### src/rtl/csr_pkg.sv
package csr_pkg;
  parameter int unsigned CSR_DATA_W = 8;
  parameter int unsigned CSR_SYNC_N = 2;
endpackage

### src/rtl/csr_sync.sv
module csr_sync #(
  parameter int unsigned STAGES = csr_pkg::CSR_SYNC_N
) (
  input  logic clk_i,
  input  logic rst_ni,
  input  logic sclk_i,
  input  logic sdata_i,
  output logic rise_o,
  output logic bit_o
);
  logic [STAGES:0]   clk_q;
  logic [STAGES-1:0] dat_q;

  always_ff @(posedge clk_i or negedge rst_ni) begin
    if (!rst_ni) begin
      clk_q <= '0;
      dat_q <= '0;
    end else begin
      clk_q <= {clk_q[STAGES-1:0], sclk_i};
      dat_q <= {dat_q[STAGES-2:0], sdata_i};
    end
  end

  // data path has the same depth as the clock path, so the bit lines up with the edge
  assign rise_o = clk_q[STAGES-1] & ~clk_q[STAGES];
  assign bit_o  = dat_q[STAGES-1];
endmodule

### src/rtl/csr_shift.sv
module csr_shift #(
  parameter int unsigned W = csr_pkg::CSR_DATA_W
) (
  input  logic         clk_i,
  input  logic         rst_ni,
  input  logic         en_i,
  input  logic         rise_i,
  input  logic         bit_i,
  output logic         done_o,
  output logic [W-1:0] frame_o
);
  localparam int unsigned CW = (W > 1) ? $clog2(W) : 1;

  logic [CW-1:0] cnt_q;
  logic [W-1:0]  sh_q;
  logic [W-1:0]  sh_d;
  logic          last;

  assign sh_d = {bit_i, sh_q[W-1:1]};  // LSB first: earliest bit drifts down to bit 0
  assign last = (cnt_q == CW'(W - 1));

  always_ff @(posedge clk_i or negedge rst_ni) begin
    if (!rst_ni) begin
      cnt_q <= '0;
      sh_q  <= '0;
    end else if (!en_i) begin
      cnt_q <= '0;
      sh_q  <= '0;
    end else if (rise_i) begin
      sh_q  <= sh_d;
      cnt_q <= last ? '0 : cnt_q + 1'b1;
    end
  end

  assign done_o  = en_i & rise_i & last;
  assign frame_o = sh_d;

  assert_abort_cnt_R8: assert property (@(posedge clk_i) disable iff (!rst_ni)
    !en_i |=> cnt_q == '0);
  assert_frame_restart_R6: assert property (@(posedge clk_i) disable iff (!rst_ni)
    done_o |=> cnt_q == '0);
endmodule

### src/rtl/csr_hold.sv
module csr_hold #(
  parameter int unsigned W = csr_pkg::CSR_DATA_W
) (
  input  logic         clk_i,
  input  logic         rst_ni,
  input  logic         done_i,
  input  logic [W-1:0] frame_i,
  input  logic         rd_i,
  input  logic         clr_rdy_i,
  input  logic         clr_ovr_i,
  output logic [W-1:0] data_o,
  output logic         ready_o,
  output logic         ovr_o
);
  logic [W-1:0] data_q;
  logic         ready_q;
  logic         ovr_q;
  logic         rdy_clr;
  logic         slot_free;

  assign rdy_clr   = rd_i | clr_rdy_i;
  assign slot_free = ~ready_q | rdy_clr;  // a same-cycle clear consumes the old byte

  always_ff @(posedge clk_i or negedge rst_ni) begin
    if (!rst_ni) begin
      data_q  <= '0;
      ready_q <= 1'b0;
    end else if (done_i && slot_free) begin
      data_q  <= frame_i;
      ready_q <= 1'b1;
    end else if (rdy_clr) begin
      ready_q <= 1'b0;
    end
  end

  always_ff @(posedge clk_i or negedge rst_ni) begin
    if (!rst_ni)                   ovr_q <= 1'b0;
    else if (done_i && !slot_free) ovr_q <= 1'b1;
    else if (clr_ovr_i)            ovr_q <= 1'b0;
  end

  assign data_o  = data_q;
  assign ready_o = ready_q;
  assign ovr_o   = ovr_q;

  assert_load_sets_ready_R2: assert property (@(posedge clk_i) disable iff (!rst_ni)
    done_i && !ready_q |=> ready_q && data_q == $past(frame_i));
  assert_overrun_keeps_R3: assert property (@(posedge clk_i) disable iff (!rst_ni)
    done_i && ready_q && !rdy_clr |=> ovr_q && ready_q && $stable(data_q));
  assert_ovr_sticky_R7: assert property (@(posedge clk_i) disable iff (!rst_ni)
    ovr_q && !clr_ovr_i |=> ovr_q);
  assert_same_cycle_R9: assert property (@(posedge clk_i) disable iff (!rst_ni)
    done_i && ready_q && rdy_clr && !ovr_q && !clr_ovr_i |=> ready_q && !ovr_q);
endmodule

### src/rtl/csr_rx_top.sv
module csr_rx_top #(
  parameter int unsigned DATA_W = csr_pkg::CSR_DATA_W,
  parameter int unsigned SYNC_N = csr_pkg::CSR_SYNC_N
) (
  input  logic              clk_i,
  input  logic              rst_ni,
  input  logic              sclk_i,
  input  logic              sdata_i,
  input  logic              rx_en_i,
  input  logic              rie_i,
  input  logic              rd_i,
  input  logic              clr_rdy_i,
  input  logic              clr_ovr_i,
  output logic [DATA_W-1:0] rdata_o,
  output logic              ready_o,
  output logic              ovr_o,
  output logic              rxi_o,
  output logic              eri_o
);
  logic              rise;
  logic              sbit;
  logic              shift_en;
  logic              done;
  logic [DATA_W-1:0] frame;

  csr_sync #(.STAGES(SYNC_N)) sync_i (
    .clk_i, .rst_ni, .sclk_i, .sdata_i,
    .rise_o(rise), .bit_o(sbit)
  );

  // halt on error: an overrun flushes and freezes the shifter
  assign shift_en = rx_en_i & ~ovr_o;

  csr_shift #(.W(DATA_W)) shift_i (
    .clk_i, .rst_ni, .en_i(shift_en), .rise_i(rise), .bit_i(sbit),
    .done_o(done), .frame_o(frame)
  );

  csr_hold #(.W(DATA_W)) hold_i (
    .clk_i, .rst_ni, .done_i(done), .frame_i(frame),
    .rd_i, .clr_rdy_i, .clr_ovr_i,
    .data_o(rdata_o), .ready_o, .ovr_o
  );

  assign rxi_o = ready_o & rie_i;
  assign eri_o = ovr_o & rie_i;

  assert_rxi_falls_R4: assert property (@(posedge clk_i) disable iff (!rst_ni)
    ready_o && (rd_i || clr_rdy_i) && !done |=> !rxi_o);
  assert_frozen_R6: assert property (@(posedge clk_i) disable iff (!rst_ni)
    ovr_o && !clr_ovr_i |=> $stable(rdata_o));
  assert_eri_gate_R5: assert property (@(posedge clk_i) disable iff (!rst_ni)
    eri_o |-> ovr_o);
endmodule

### config.mk
export PLATFORM = sky130hd
export DESIGN_NAME = csr_rx_top
export DESIGN_NICKNAME = d
export VERILOG_FILES = /design/src/rtl/csr_pkg.sv /design/src/rtl/csr_sync.sv /design/src/rtl/csr_shift.sv /design/src/rtl/csr_hold.sv /design/src/rtl/csr_rx_top.sv
export SDC_FILE = /design/constraint.sdc
export NUM_CORES = 1
export LEC_CHECK = 0
export BUFFER_PORTS_ARGS = -buffer_cell sky130_fd_sc_hd__buf_2
export CORE_MARGIN = 1
export CORE_UTILIZATION = 43
export DETAILED_ROUTE_END_ITERATION = 10
export PLACE_DENSITY_LB_ADDON = 0.08
export RECOVER_POWER = 100
export SKIP_CTS_REPAIR_TIMING = 1
export SLEW_MARGIN = 20
export SYNTH_ARGS = -nofsm -noshare
export SYNTH_HDL_FRONTEND = slang
export SYNTH_HIERARCHICAL = 1
export SYNTH_SLANG_ARGS = --single-unit
### constraint.sdc
create_clock -name clk_i -period 1.7 [get_ports clk_i]
set_input_delay 0.085 -clock clk_i [delete_from_list [all_inputs] [get_ports clk_i]]
set_output_delay 0.085 -clock clk_i [all_outputs]
set_load 0.01 [all_outputs]
Word level (Yosys, flattened, before mapping):

Index checks and enable logic that the tools add are counted.

* add/subtract/negate cells: 1
* multipliers: 0
* div/mod/pow operators: 0
* magnitude comparators: 0
* equality and inequality tests: 2
* shifts and indexed selects: 0
* muxes and demuxes: 9
* bitwise logic cells: 11
* reductions and logical operators: 5

Operators with widths (count)
* 2-to-1 mux 8 bit: 2
* 2-to-1 mux 3 bit: 3
* AND 1 bit: 6
* 2-to-1 mux 1 bit: 4
* nonzero test 2 bit: 2
* adder 3 x 1 -> 3 bit, second input constant: 1
* equality test 3 bit, second input constant: 1
* NOT 1 bit: 3
* logical AND 1 bit: 2
* inequality test 2 bit, second input constant: 1
* bitwise OR 1 bit: 2
* logical NOT 1 bit: 1

* register bits after elaboration: 26
* bits in latches: 0
* bits in writable memories: 0
* bits in read-only memories: 0
* input bits: 9
* output and inout bits: 12
* word-level logic and storage cells: 35
* memories: 0

Logic depth before layout (Yosys ltp):

Gate-level depths: netlist (run 1).

* depth after elaboration: 6
* depth in mapped cells: 7
* depth with buffers taken out: 5

By module:

Netlist (run 1), hierarchy kept.

Modules (own cells, without submodules)
* csr_hold: instances 1, cells each 48, area each 526.8 µm², sequential area each 250.2 µm²
* csr_shift: instances 1, cells each 37, area each 471.7 µm², sequential area each 250.2 µm²
* csr_sync: instances 1, cells each 6, area each 138.9 µm², sequential area each 125.1 µm²
* csr_rx_top: instances 1, cells each 3, area each 22.5 µm², sequential area each 0.0 µm²

Worst setup path before layout (run 1):

No wires, ideal clock.

* path kind: reg-to-reg
* from: register hold_i.ovr_q (netlist: hold_i/ovr_o)
* to: register hold_i.data_q[0] (netlist: hold_i/data_o[0])
* library setup time: 0.087 ns
* arrival: 1.577 ns
* data required time: 1.613 ns
* slack: 0.037 ns
* cell stages (with the launch flop): 8
* buffers on the path: 3
* clock period less this slack: 1.663 ns
* cell sequence: dfrtp_1 and2b_2 clkbuf_1 and3_2 clkbuf_1 buf_2 nand2_1 o211ai_1

* word-level cells in the longest chain between the ends: 5

Ends and longest elaborated chain
* start: declaration: RTL line csr_hold.sv:17 `logic ovr_q;`
* start signal: assignment: RTL line csr_hold.sv:37 `if (!rst_ni) ovr_q <= 1'b0;`
* start signal: assignment: RTL line csr_hold.sv:38 `else if (done_i && !slot_free) ovr_q <= 1'b1;`
* start signal: assignment: RTL line csr_hold.sv:39 `else if (clr_ovr_i) ovr_q <= 1'b0;`
* NOT 1 bit: RTL line csr_rx_top.sv:32 `assign shift_en = rx_en_i & ~ovr_o;`
* AND 1 bit: RTL line csr_rx_top.sv:32
* named net shift_en: RTL line csr_rx_top.sv:22 `logic shift_en;`
* AND 1 bit (2 in series): RTL line csr_shift.sv:35 `assign done_o = en_i & rise_i & last;`
* named net done: RTL line csr_rx_top.sv:23 `logic done;`
* logical AND 1 bit: RTL line csr_hold.sv:28 `end else if (done_i && slot_free) begin`
* end signal: assignment: RTL line csr_hold.sv:29 `data_q <= frame_i;`
* end: declaration: RTL line csr_hold.sv:15 `logic [W-1:0] data_q;`

The timed path passes the listed nets, and every way through them passes these cells.
A chain may end at the register's enable or synchronous reset.

Worst setup path after layout (run 1):

* from: register shift_i.cnt_q[0]
* to: register hold_i.ready_q (netlist: hold_i/ready_o)

* word-level cells in the longest chain between the ends: 4
* elaborated cells on any way between the ends: 5

Ends and longest elaborated chain
* start: declaration: RTL line csr_shift.sv:14 `logic [CW-1:0] cnt_q;`
* start signal: assignment: RTL line csr_shift.sv:31 `cnt_q <= last ? '0 : cnt_q + 1'b1;`
* equality test 3 bit (*): RTL line csr_shift.sv:20 `assign last = (cnt_q == CW'(W - 1));`
* AND 1 bit (*): RTL line csr_shift.sv:35
* named net done: RTL line csr_rx_top.sv:23
* logical AND 1 bit (*): RTL line csr_hold.sv:28
* 2-to-1 mux 1 bit / nonzero test 2 bit (equally long branches)
* end signal: assignment: RTL line csr_hold.sv:27 `ready_q <= 1'b0;`
* end signal: assignment: RTL line csr_hold.sv:30 `ready_q <= 1'b1;`
* end signal: assignment: RTL line csr_hold.sv:32 `ready_q <= 1'b0;`
* end: declaration: RTL line csr_hold.sv:16 `logic ready_q;`

Mark *: on every way through the listed nets, which the timed path passes. The rest lies on a longest branch.

==> results of run 1 <==
-- worst reg2reg max path, cell delays in order (launching register included) --
cell and delay [ns]:
sky130_fd_sc_hd__dfrtp_1 0.42, sky130_fd_sc_hd__ha_1 0.21, sky130_fd_sc_hd__ha_1 0.18, sky130_fd_sc_hd__and3_2 0.30, sky130_fd_sc_hd__or2_2 0.32
-- flip-flops by register name (all words and copies together) (netlist names) --
name            count
hold_i/ready_o      1
sync_i/dat_q        2
hold_i/ovr_o        1
shift_i/cnt_q       3
sync_i/clk_q        3
hold_i/data_o       8
shift_i/sh_q        7
-- cells in the mapped netlist (all sizes together) --
master   number  area [sq um]
nor3b         1          18.8
dfrtp        25           626
and2          2          13.8
nand2         9          33.8
or2           1          6.26
ha            2          25.0
and2b         1          8.76
buf           3          23.8
clkbuf        2          7.51
a22o          1          8.76
nand4bb       9           101
nor2b        10          70.1
and3          1          7.51
mux2i         9          90.1
inv           1          3.75
o211ai        8          60.1
nand2b        8          50.1
o21ai         1          5.00
-- area by class of cell --
| class | count | share of cell area (%) |
|---|---|---|
| multi-input cells | 63 | 38.0 |
| well taps | 30 | 2.86 |
| inverters | 1 | 0.286 |
| clock inverters | 1 | 0.381 |
| flip-flops and latches | 25 | 47.6 |
| clock buffers | 3 | 1.71 |
| repair buffers | 24 | 9.14 |
-- power groups by stage --
| stage | clock, mW | combinational (mW) | sequential (mW) |
|---|---|---|---|
| floorplan | 0 | 0.0343 | 0.621 |
| finish | 0.269 | 0.0647 | 0.611 |
| global route | 0.309 | 0.0726 | 0.613 |
| detailed placement | 0 | 0.0615 | 0.623 |
| global placement | 0 | 0.0603 | 0.622 |
| CTS | 0.286 | 0.0618 | 0.611 |
-- per-stage QoR --
stage | std cells | instance area, sq um | hold slack [ns] | setup slack, ns | power (mW)
after global routing | 147 | 1310 | 0.0478 | 0.0548 | 0.995
after CTS | 144 | 1300 | -0.259 | 0.162 | 0.960
after detailed placement | 140 | 1270 | 0.112 | 0.185 | 0.684
final | 147 | 1310 | 0.0441 | 0.159 | 0.945
after floorplan | 94 | 1160 | -0.211 | 0.0367 | 0.655
after global placement | 140 | 1270 | 0.105 | 0.219 | 0.682
-- kinds of logic after synthesis --
logic type | after synthesis | synth area share, %
AND/OR/NAND/NOR | 42 | 26.8
flip-flops | 25 | 53.9
buffers and inverters | 6 | 3.02
adder cells (fa/ha/maj) | 2 | 2.16
AO/OA/AOI/OAI | 10 | 6.36
multiplexers | 9 | 7.77
-- metal layers --
metal	part of all wire, %	GRT usage [%]	vias up
met1	54	24.4	363
met2	42	22.0	13
li1	-	-	375
met3	3.3	3.39	2
met4	0.49	6.58	0
met5	0	0	-
-- worst paths after layout --
kind                       depth (start not counted)  slack, ns          endpoint
hold reg to reg                                    0       0.36   sync_i/dat_q[1]
max in group asynchronous                          2       1.02   shift_i/sh_q[5]
min in group asynchronous                          2       0.29  hold_i/data_o[2]
hold / removal                                     3       0.04      hold_i/ovr_o
setup reg to reg                                   4       0.16    hold_i/ready_o
setup / recovery                                   4       0.16    hold_i/ready_o
==> summary.md, run 1 <==
| Metric | Value |
|---|---|
| Share of power burned in the clock network | 28.5% |
| Setup violators final | 0 |
| Largest clock skew in the final design | 0.00439 ns |
| Last weighted congestion value of the routability-driven placer | 0.691 |
| Worst endpoint required time | 1.92 ns |
| Global-route usage over all layers | 16.1% |
| Number of port buffers | 20 |
| Mapped Cells | 94 |
| Crit Reg-Reg Startpoint | shift_i/cnt_q[0] |
| Commonest non-fill, non-tap cells in the layout | sky130_fd_sc_hd__dfrtp_1, sky130_fd_sc_hd__clkbuf_1 |
| DR vias/cell | 5.12 |
| Run status | finished, final reports clean |
| Proportion of layout cells with a drive suffix above 1 | 16.2% |
| Data arrival time at the worst-slack endpoint | 1.76 ns |
| Share of the core filled with cells | 52.1% |
| Total number of placement rows | 18 |
| Cell internal pwr | 725 uW |
| Net switching fraction of the power | 23.3% |
| Register clock-pin slew on the reported worst setup and hold paths | 0.14 ns |
| Critical path launch point type | flip-flop |
| PwrDens | 719 mW/mm^2 |
| Maximum fanout along the worst path | 18 |
| Average instance area after synthesis | 12.3 sq um |
| Clock Latency Late Sink | 0.32 ns |
| Proportion of power drawn by combinational gates | 6.8% |
| Mapped cell area | 0.00116 sq mm |
| HPWL after detailed placement | 1360 um |
| Maximum number of pins on one net before global-route repair | 26 |
| Tmin final | 1.54 ns |
| Footprint of the flip-flops and latches | 626 sq um |
| Number of detailed-routing iterations run before antenna repair | 4 |
| Vias in the first global route | 658 |
| H-tree lvl count | 1 |
| Dominant cell type by count on the critical path | sky130_fd_sc_hd__ha_1 |
| Total wire length after detailed routing | 2040 um |
| Antenna violations before repair | 0 |
| First-pass GRT wire length | 3170 um |
| Number of buffers created by CTS | 3 |
| Worst hold start | clr_ovr_i |
| Number of maximum-capacitance violations | 0 |
| Hold WC Path Type | in -> reg |
| Total grt overflow | 0 |
| Unique cell type count in the Yosys netlist | 22 |
| Slew of the pin with the lowest slew margin | 0.704 ns |
| Critical Setup Path Class | reg -> reg |
| Post-route fraction of the period consumed by the critical path | 90.7% |
| Number of clock sinks | 25 |
| Total I/O pin count | 21 |
| TritonCTS clock tree | done |
| Master of the slowest instance on the critical path | sky130_fd_sc_hd__dfrtp_1 |
| Final Net Count | 129 |
| Area inside the core boundary | 0.00252 sq mm |
| Synthesized netlist net count | 105 |
| Vias | 753 |
| Die Height | 53.9 um |
| Count of filler cells inserted in the layout | 233 |
| Count of antenna-violating nets left after detailed routing | 0 |
| WP buf/inv | 0 |
| Remaining max-slew budget at the tightest pin | 53.0% |
| Diode count | 0 |
| Crit path max-delay family | simple AND/OR/NAND/NOR gates |
| Maximum cell stage delay along the critical path | 0.42 ns |
| Crit path cell chain | ha_1 -> ha_1 -> and3_2 -> or2_2 |
| Count of final hold-check violations | 0 |
| Power spent charging and discharging nets | 220 uW |
| Violation count after the first detailed-route iteration | 5 |
| Detail-routed net length per standard cell | 13.9 um |
| Max IR drop VDD | 368 uV |
| Launch point of the worst path | shift_i/cnt_q[0] |
| Total Negative Setup Slacks | 0 ns |
| Root cell of the clock tree | sky130_fd_sc_hd__clkbuf_4 |
| Total of warnings raised by yosys | 6 |
| Count of unresolved DRC violations after routing | 0 |
| Number of pins with negative max-slew slack in the final report | 0 |
| Unrepaired setup endpoints after global routing | no |
| Register share of total power | 64.7% |
| Number of register bits inferred by synthesis | 25 |
| Layout overhead on the synthesized area | 13.3% |
| Leakage Power | 0.567 nW |
| Multi-input gate area | 499 sq um |
| Leading cell type in the layout, fill and taps excluded | sky130_fd_sc_hd__dfrtp_1 |
| Die ar. | 0.00291 sq mm |
| Buffers from clock root to sink, at most | 2 |
| Fmax | 649 MHz |
| Share of the yosys chip area belonging to registers | 53.9% |
| DIE WIDTH | 53.9 um |
| Starting Density | 46.0% |
| Crit end category | flip-flop |
(Power assumes the default switching activity.)
==> inputs of run 2 (changes only) <==
clock period = 1.45 ns   (was 1.7 ns; I/O delays follow)
==> summary.md, run 2 (same netlist as run 1, synthesis figures left out) <==
| Metric | Value |
|---|---|
| Violation count after the first detailed-route iteration | 7 (was 5) |
| Count of final hold-check violations | 0 (unchanged) |
| Register clock-pin slew on the reported worst setup and hold paths | 0.14 ns (about the same) |
| Crit end category | flip-flop (unchanged) |
| PwrDens | 829 mW/mm^2 (was 719 mW/mm^2) |
| Setup violators final | 0 (unchanged) |
| Commonest non-fill, non-tap cells in the layout | sky130_fd_sc_hd__dfrtp_1, sky130_fd_sc_hd__buf_2 (was sky130_fd_sc_hd__dfrtp_1, sky130_fd_sc_hd__clkbuf_1) |
| Number of detailed-routing iterations run before antenna repair | 4 (unchanged) |
| Buffers from clock root to sink, at most | 2 (unchanged) |
| Final Net Count | 131 (was 129) |
| Clock Latency Late Sink | 0.32 ns (about the same) |
| Largest clock skew in the final design | 0.00511 ns (was 0.00439 ns) |
| TritonCTS clock tree | done (unchanged) |
| Share of the core filled with cells | 53.2% (was 52.1%) |
| Count of antenna-violating nets left after detailed routing | 0 (unchanged) |
| Worst endpoint required time | 1.67 ns (was 1.92 ns) |
| Leakage Power | 0.584 nW (was 0.567 nW) |
| Total wire length after detailed routing | 1990 um (was 2040 um) |
| Post-Place Setup Slack | 0.0955 ns (was 0.185 ns) |
| DR vias/cell | 5.15 (was 5.12) |
| Number of pins with negative max-slew slack in the final report | 0 (unchanged) |
| Total grt overflow | 0 (unchanged) |
| Fmax | 741 MHz (was 649 MHz) |
| Starting Density | 46.0% (unchanged) |
| Setup slack after layout | 0.100 ns (was 0.159 ns) |
| H-tree lvl count | 1 (unchanged) |
| Detail-routed net length per standard cell | 13.3 um (was 13.9 um) |
| Slew of the pin with the lowest slew margin | 0.619 ns (was 0.704 ns) |
| Die Height | 53.9 um (unchanged) |
| Maximum number of pins on one net before global-route repair | 26 (unchanged) |
| Diode count | 0 (unchanged) |
| Number of port buffers | 20 (unchanged) |
| First-pass GRT wire length | 3260 um (was 3170 um) |
| Vias in the first global route | 695 (was 658) |
| Total I/O pin count | 21 (unchanged) |
| Unrepaired setup endpoints after global routing | yes (was no) |
| Run status | finished, final reports clean (unchanged) |
| Antenna violations before repair | 0 (unchanged) |
| Flip-flop count of the largest register after layout | 8 (unchanged) |
| DIE WIDTH | 53.9 um (unchanged) |
| Count of unresolved DRC violations after routing | 0 (unchanged) |
| Footprint of the flip-flops and latches | 626 sq um (unchanged) |
| Number of clock sinks | 25 (unchanged) |
| Maximum fanout along the worst path | 18 (unchanged) |
| Critical path launch point type | flip-flop (unchanged) |
| Number of buffers created by CTS | 3 (unchanged) |
| Last weighted congestion value of the routability-driven placer | 0.684 (was 0.691) |
| Area inside the core boundary | 0.00252 sq mm (unchanged) |
| Count of filler cells inserted in the layout | 243 (was 233) |
| HPWL after detailed placement | 1370 um (was 1360 um) |
| Die ar. | 0.00291 sq mm (unchanged) |
| Data arrival time at the worst-slack endpoint | 1.57 ns (was 1.76 ns) |
| Hold WC Path Type | in -> reg (unchanged) |
| Tmin final | 1.35 ns (was 1.54 ns) |
| Vias | 767 (was 753) |
| Multi-input gate area | 505 sq um (was 499 sq um) |
| Leading cell type in the layout, fill and taps excluded | sky130_fd_sc_hd__dfrtp_1 (unchanged) |
| Global-route usage over all layers | 16.4% (was 16.1%) |
| Post-route fraction of the period consumed by the critical path | 93.1% (was 90.7%) |
| Max IR drop VDD | 579 uV (was 368 uV) |
| Remaining max-slew budget at the tightest pin | 58.7% (was 53.0%) |
| Layout overhead on the synthesized area | 15.6% (was 13.3%) |
| Number of maximum-capacitance violations | 0 (unchanged) |
| Root cell of the clock tree | sky130_fd_sc_hd__clkbuf_4 (unchanged) |
| Proportion of layout cells with a drive suffix above 1 | 20.2% (was 16.2%) |
| Total number of placement rows | 18 (unchanged) |
| Critical Setup Path Class | reg -> reg (unchanged) |
-- run 2: changes by cell type in the layout (fill, tap and decap cells not counted), sizes merged --
| cell | change |
|---|---|
| clkinv | -1 |
| buf | +4 |
| clkbuf | -2 |
| clkinvlp | +1 |
-- run 2: per-layer routing --
layer,track usage (%),part of all wire (%)
met5,0,0
met4,7.89,2.0
met3,5.08,4.3
met2,25.3,44
met1,20.7,50
-- run 2: layout make-up --
type | instances | area share [%]
Clock inverter | 1 | 0.560
Sequential cell | 25 | 46.6
Multi-Input combinational cell | 63 | 37.7
Clock buffer | 3 | 1.68
Tap cell | 30 | 2.80
Timing Repair Buffer | 26 | 10.4
Inverter | 1 | 0.280
-- run 2: worst paths after layout --
kind,from,to,slack [ns],cells after the start
setup reg to reg,shift_i/cnt_q[0],hold_i/ready_o,0.10,4
min in group asynchronous,rst_ni,shift_i/cnt_q[2],0.28,2
hold reg to reg,sync_i/clk_q[0],sync_i/clk_q[1],0.37,0
hold / removal,clr_ovr_i,hold_i/ovr_o,0.03,3
setup / recovery,shift_i/cnt_q[0],hold_i/ready_o,0.10,4
max in group asynchronous,rst_ni,sync_i/clk_q[2],0.77,2
-- run 2: per-stage QoR --
step	std cells	setup TNS [ns]	area (sq um)	hold WS, ns	power [mW]
after global routing	149	-0.0195	1340	0.0201	1.17
after global placement	142	0	1290	0.0938	0.803
after CTS	146	0	1330	-0.278	1.13
after floorplan	94	-0.0768	1190	-0.223	0.771
after detailed placement	142	0	1290	0.0950	0.804
final	149	0	1340	0.0297	1.11
-- run 2: power by group --
part	internal [mW]	switching [mW]	total (mW)	leakage, nW
Combinational	0.0387	0.0394	0.0781	0.234
Clock	0.106	0.212	0.318	0.0139
Sequential	0.709	0.00702	0.716	0.336
-- run 2: critical path, cell delays in order (launching register included) --
cell	delay, ns
sky130_fd_sc_hd__dfrtp_1	0.42
sky130_fd_sc_hd__ha_1	0.20
sky130_fd_sc_hd__ha_1	0.19
sky130_fd_sc_hd__and3_4	0.21
sky130_fd_sc_hd__or2_4	0.23
==> inputs of run 3 (changes only) <==
CORE_MARGIN = 2   (was 1)
CTS_BUF_LIST = sky130_fd_sc_hd__clkbuf_8   (was not set)
==> summary.md, run 3 (same netlist as run 1, synthesis figures left out) <==
| Metric | Value |
|---|---|
| Setup violators final | 0 (unchanged) |
| Crit end category | flip-flop (unchanged) |
| Hold WC Path Type | in -> reg (unchanged) |
| Number of detailed-routing iterations run before antenna repair | 4 (unchanged) |
| Maximum number of pins on one net before global-route repair | 26 (unchanged) |
| Number of port buffers | 20 (unchanged) |
| Critical path launch point type | flip-flop (unchanged) |
| Data arrival time at the worst-slack endpoint | 1.51 ns (was 1.57 ns) |
| Number of clock sinks | 25 (unchanged) |
| Dominant cell type by count on the critical path | sky130_fd_sc_hd__ha_1 (unchanged) |
| Remaining max-slew budget at the tightest pin | 58.7% (about the same) |
| Leakage Power | 0.582 nW (was 0.584 nW) |
| Root cell of the clock tree | sky130_fd_sc_hd__clkbuf_8 (was sky130_fd_sc_hd__clkbuf_4) |
| Total grt overflow | 0 (unchanged) |
| Total wire length after detailed routing | 2040 um (was 1990 um) |
| Fmax | 745 MHz (was 741 MHz) |
| Maximum fanout along the worst path | 18 (unchanged) |
| Number of maximum-capacitance violations | 0 (unchanged) |
| Crit path cell chain | ha_1 -> ha_1 -> and3_4 -> or2_4 (unchanged) |
| Vias in the first global route | 743 (was 695) |
| Critical Setup Path Class | reg -> reg (unchanged) |
| Commonest non-fill, non-tap cells in the layout | sky130_fd_sc_hd__dfrtp_1, sky130_fd_sc_hd__clkbuf_1, sky130_fd_sc_hd__nor2b_1 (was sky130_fd_sc_hd__dfrtp_1, sky130_fd_sc_hd__buf_2) |
| Run status | finished, final reports clean (unchanged) |
| Last weighted congestion value of the routability-driven placer | 0.634 (was 0.684) |
| Post-DP Area | 0.00129 sq mm (unchanged) |
| Number of buffers created by CTS | 3 (unchanged) |
| Area inside the core boundary | 0.00252 sq mm (unchanged) |
| Post-route standard cell area excluding fillers | 0.00135 sq mm (was 0.00134 sq mm) |
| TritonCTS clock tree | done (unchanged) |
| Maximum cell stage delay along the critical path | 0.40 ns (was 0.42 ns) |
| Total number of placement rows | 18 (unchanged) |
| Leading cell type in the layout, fill and taps excluded | sky130_fd_sc_hd__dfrtp_1 (unchanged) |
| Total design power | 1.21 mW (was 1.11 mW) |
| Count of antenna-violating nets left after detailed routing | 0 (unchanged) |
| Count of unresolved DRC violations after routing | 0 (unchanged) |
| HPWL after detailed placement | 1340 um (was 1370 um) |
| Proportion of power drawn by combinational gates | 6.3% (was 7.0%) |
| Die Height | 55.9 um (was 53.9 um) |
| Register share of total power | 59.2% (was 64.4%) |
| Unrepaired setup endpoints after global routing | no (was yes) |
| Global-route usage over all layers | 14.3% (was 16.4%) |
| Buffers from clock root to sink, at most | 2 (unchanged) |
| PwrDens | 896 mW/mm^2 (was 829 mW/mm^2) |
| DIE WIDTH | 55.9 um (was 53.9 um) |
| Flip-flop count of the largest register after layout | 8 (unchanged) |
| Detail-routed net length per standard cell | 13.7 um (was 13.3 um) |
| Number of pins with negative max-slew slack in the final report | 0 (unchanged) |
| Total I/O pin count | 21 (unchanged) |
| Tmin final | 1.34 ns (was 1.35 ns) |
| DR vias/cell | 5.22 (was 5.15) |
| Vias | 778 (was 767) |
| H-tree lvl count | 1 (unchanged) |
| Post-route fraction of the period consumed by the critical path | 92.5% (was 93.1%) |
| Register clock-pin slew on the reported worst setup and hold paths | 0.09 ns (was 0.14 ns) |
| Layout overhead on the synthesized area | 16.2% (was 15.6%) |
| Clock Latency Late Sink | 0.27 ns (was 0.32 ns) |
| Max IR drop VDD | 693 uV (was 579 uV) |
| Min Hold Slack | 0.0916 ns (was 0.0297 ns) |
| First-pass GRT wire length | 3460 um (was 3260 um) |
| Master of the slowest instance on the critical path | sky130_fd_sc_hd__dfrtp_1 (unchanged) |
| Proportion of layout cells with a drive suffix above 1 | 17.6% (was 20.2%) |
| Net switching fraction of the power | 22.3% (was 23.3%) |
| Cell internal pwr | 938 uW (was 854 uW) |
| Die ar. | 0.00313 sq mm (was 0.00291 sq mm) |
| Largest clock skew in the final design | 0.00725 ns (was 0.00511 ns) |
| Antenna violations before repair | 0 (unchanged) |
| Slew of the pin with the lowest slew margin | 0.620 ns (was 0.619 ns) |
| Final Net Count | 131 (unchanged) |
| Count of final hold-check violations | 0 (unchanged) |
| Power spent charging and discharging nets | 269 uW (was 259 uW) |
| Share of power burned in the clock network | 34.5% (was 28.6%) |
| Diode count | 0 (unchanged) |
| Worst endpoint required time | 1.62 ns (was 1.67 ns) |
| Starting Density | 46.0% (unchanged) |
| Violation count after the first detailed-route iteration | 11 (was 7) |
==> run 3: cell count changes in the layout (fill, tap and decap cells not counted) <==
cell                         change
sky130_fd_sc_hd__clkinv_2        +1
sky130_fd_sc_hd__buf_2           -2
sky130_fd_sc_hd__clkbuf_4        -3
sky130_fd_sc_hd__clkinvlp_4      -1
sky130_fd_sc_hd__clkbuf_1        +2
sky130_fd_sc_hd__nor2b_1         +1
sky130_fd_sc_hd__nor2b_4         -1
sky130_fd_sc_hd__clkbuf_8        +3
==> run 3: path summary, 6_finish.rpt <==
check                                       from          endpoint  slack (ns)  cells past startpoint
worst max register to register  shift_i/cnt_q[0]    hold_i/ready_o        0.11                      4
worst max-delay path            shift_i/cnt_q[0]    hold_i/ready_o        0.11                      4
worst min register to register   sync_i/dat_q[0]   sync_i/dat_q[1]        0.36                      0
max in group asynchronous                 rst_ni  shift_i/cnt_q[1]        0.70                      2
min in group asynchronous                 rst_ni    hold_i/ready_o        0.34                      2
worst min-delay path                   clr_ovr_i      hold_i/ovr_o        0.09                      3
==> run 3: power groups by stage <==
| stage | clock [mW] | sequential (mW) | combinational, mW |
|---|---|---|---|
| 6_report | 0.416 | 0.715 | 0.0766 |
| 5_1_grt | 0.461 | 0.716 | 0.0859 |
| 4_1_cts | 0.437 | 0.716 | 0.0756 |
| 3_5_place_dp | 0 | 0.730 | 0.0754 |
| 3_3_place_gp | 0 | 0.729 | 0.0743 |
| 2_1_floorplan | 0 | 0.728 | 0.0432 |
==> run 3: layer usage <==
layer	global-route usage [%]	part of all wire, %
met1	18.5	49
met2	21.6	45
met3	3.26	4.2
met4	9.18	2.3
met5	0	0
==> run 3: layout make-up <==
class	count	area, sq um
Clock inverter	1	5.00
Multi-Input combinational cell	63	498
Sequential cell	25	626
Tap cell	30	37.5
Inverter	1	3.75
Clock buffer	3	41.3
Fill cell	235	1170
Timing Repair Buffer	26	136
==> run 3: critical path, delay by kind of cell (launching register included) <==
| kind | cells | cell delay [ns] |
|---|---|---|
| DFF | 1 | 0.40 |
| adders and majority gates | 2 | 0.38 |
| and+or+nand+nor | 2 | 0.46 |
==> run 3: per-stage QoR <==
stage	setup TNS, ns	setup slack (ns)	utilization, %	instances
2_1_floorplan	-0.0768	-0.0539	-	94
3_3_place_gp	0	0.125	51.3	142
3_5_place_dp	0	0.104	51.3	142
4_1_cts	0	0.0970	53.2	146
5_1_grt	0	0.0213	53.4	149
6_report	0	0.108	53.4	149
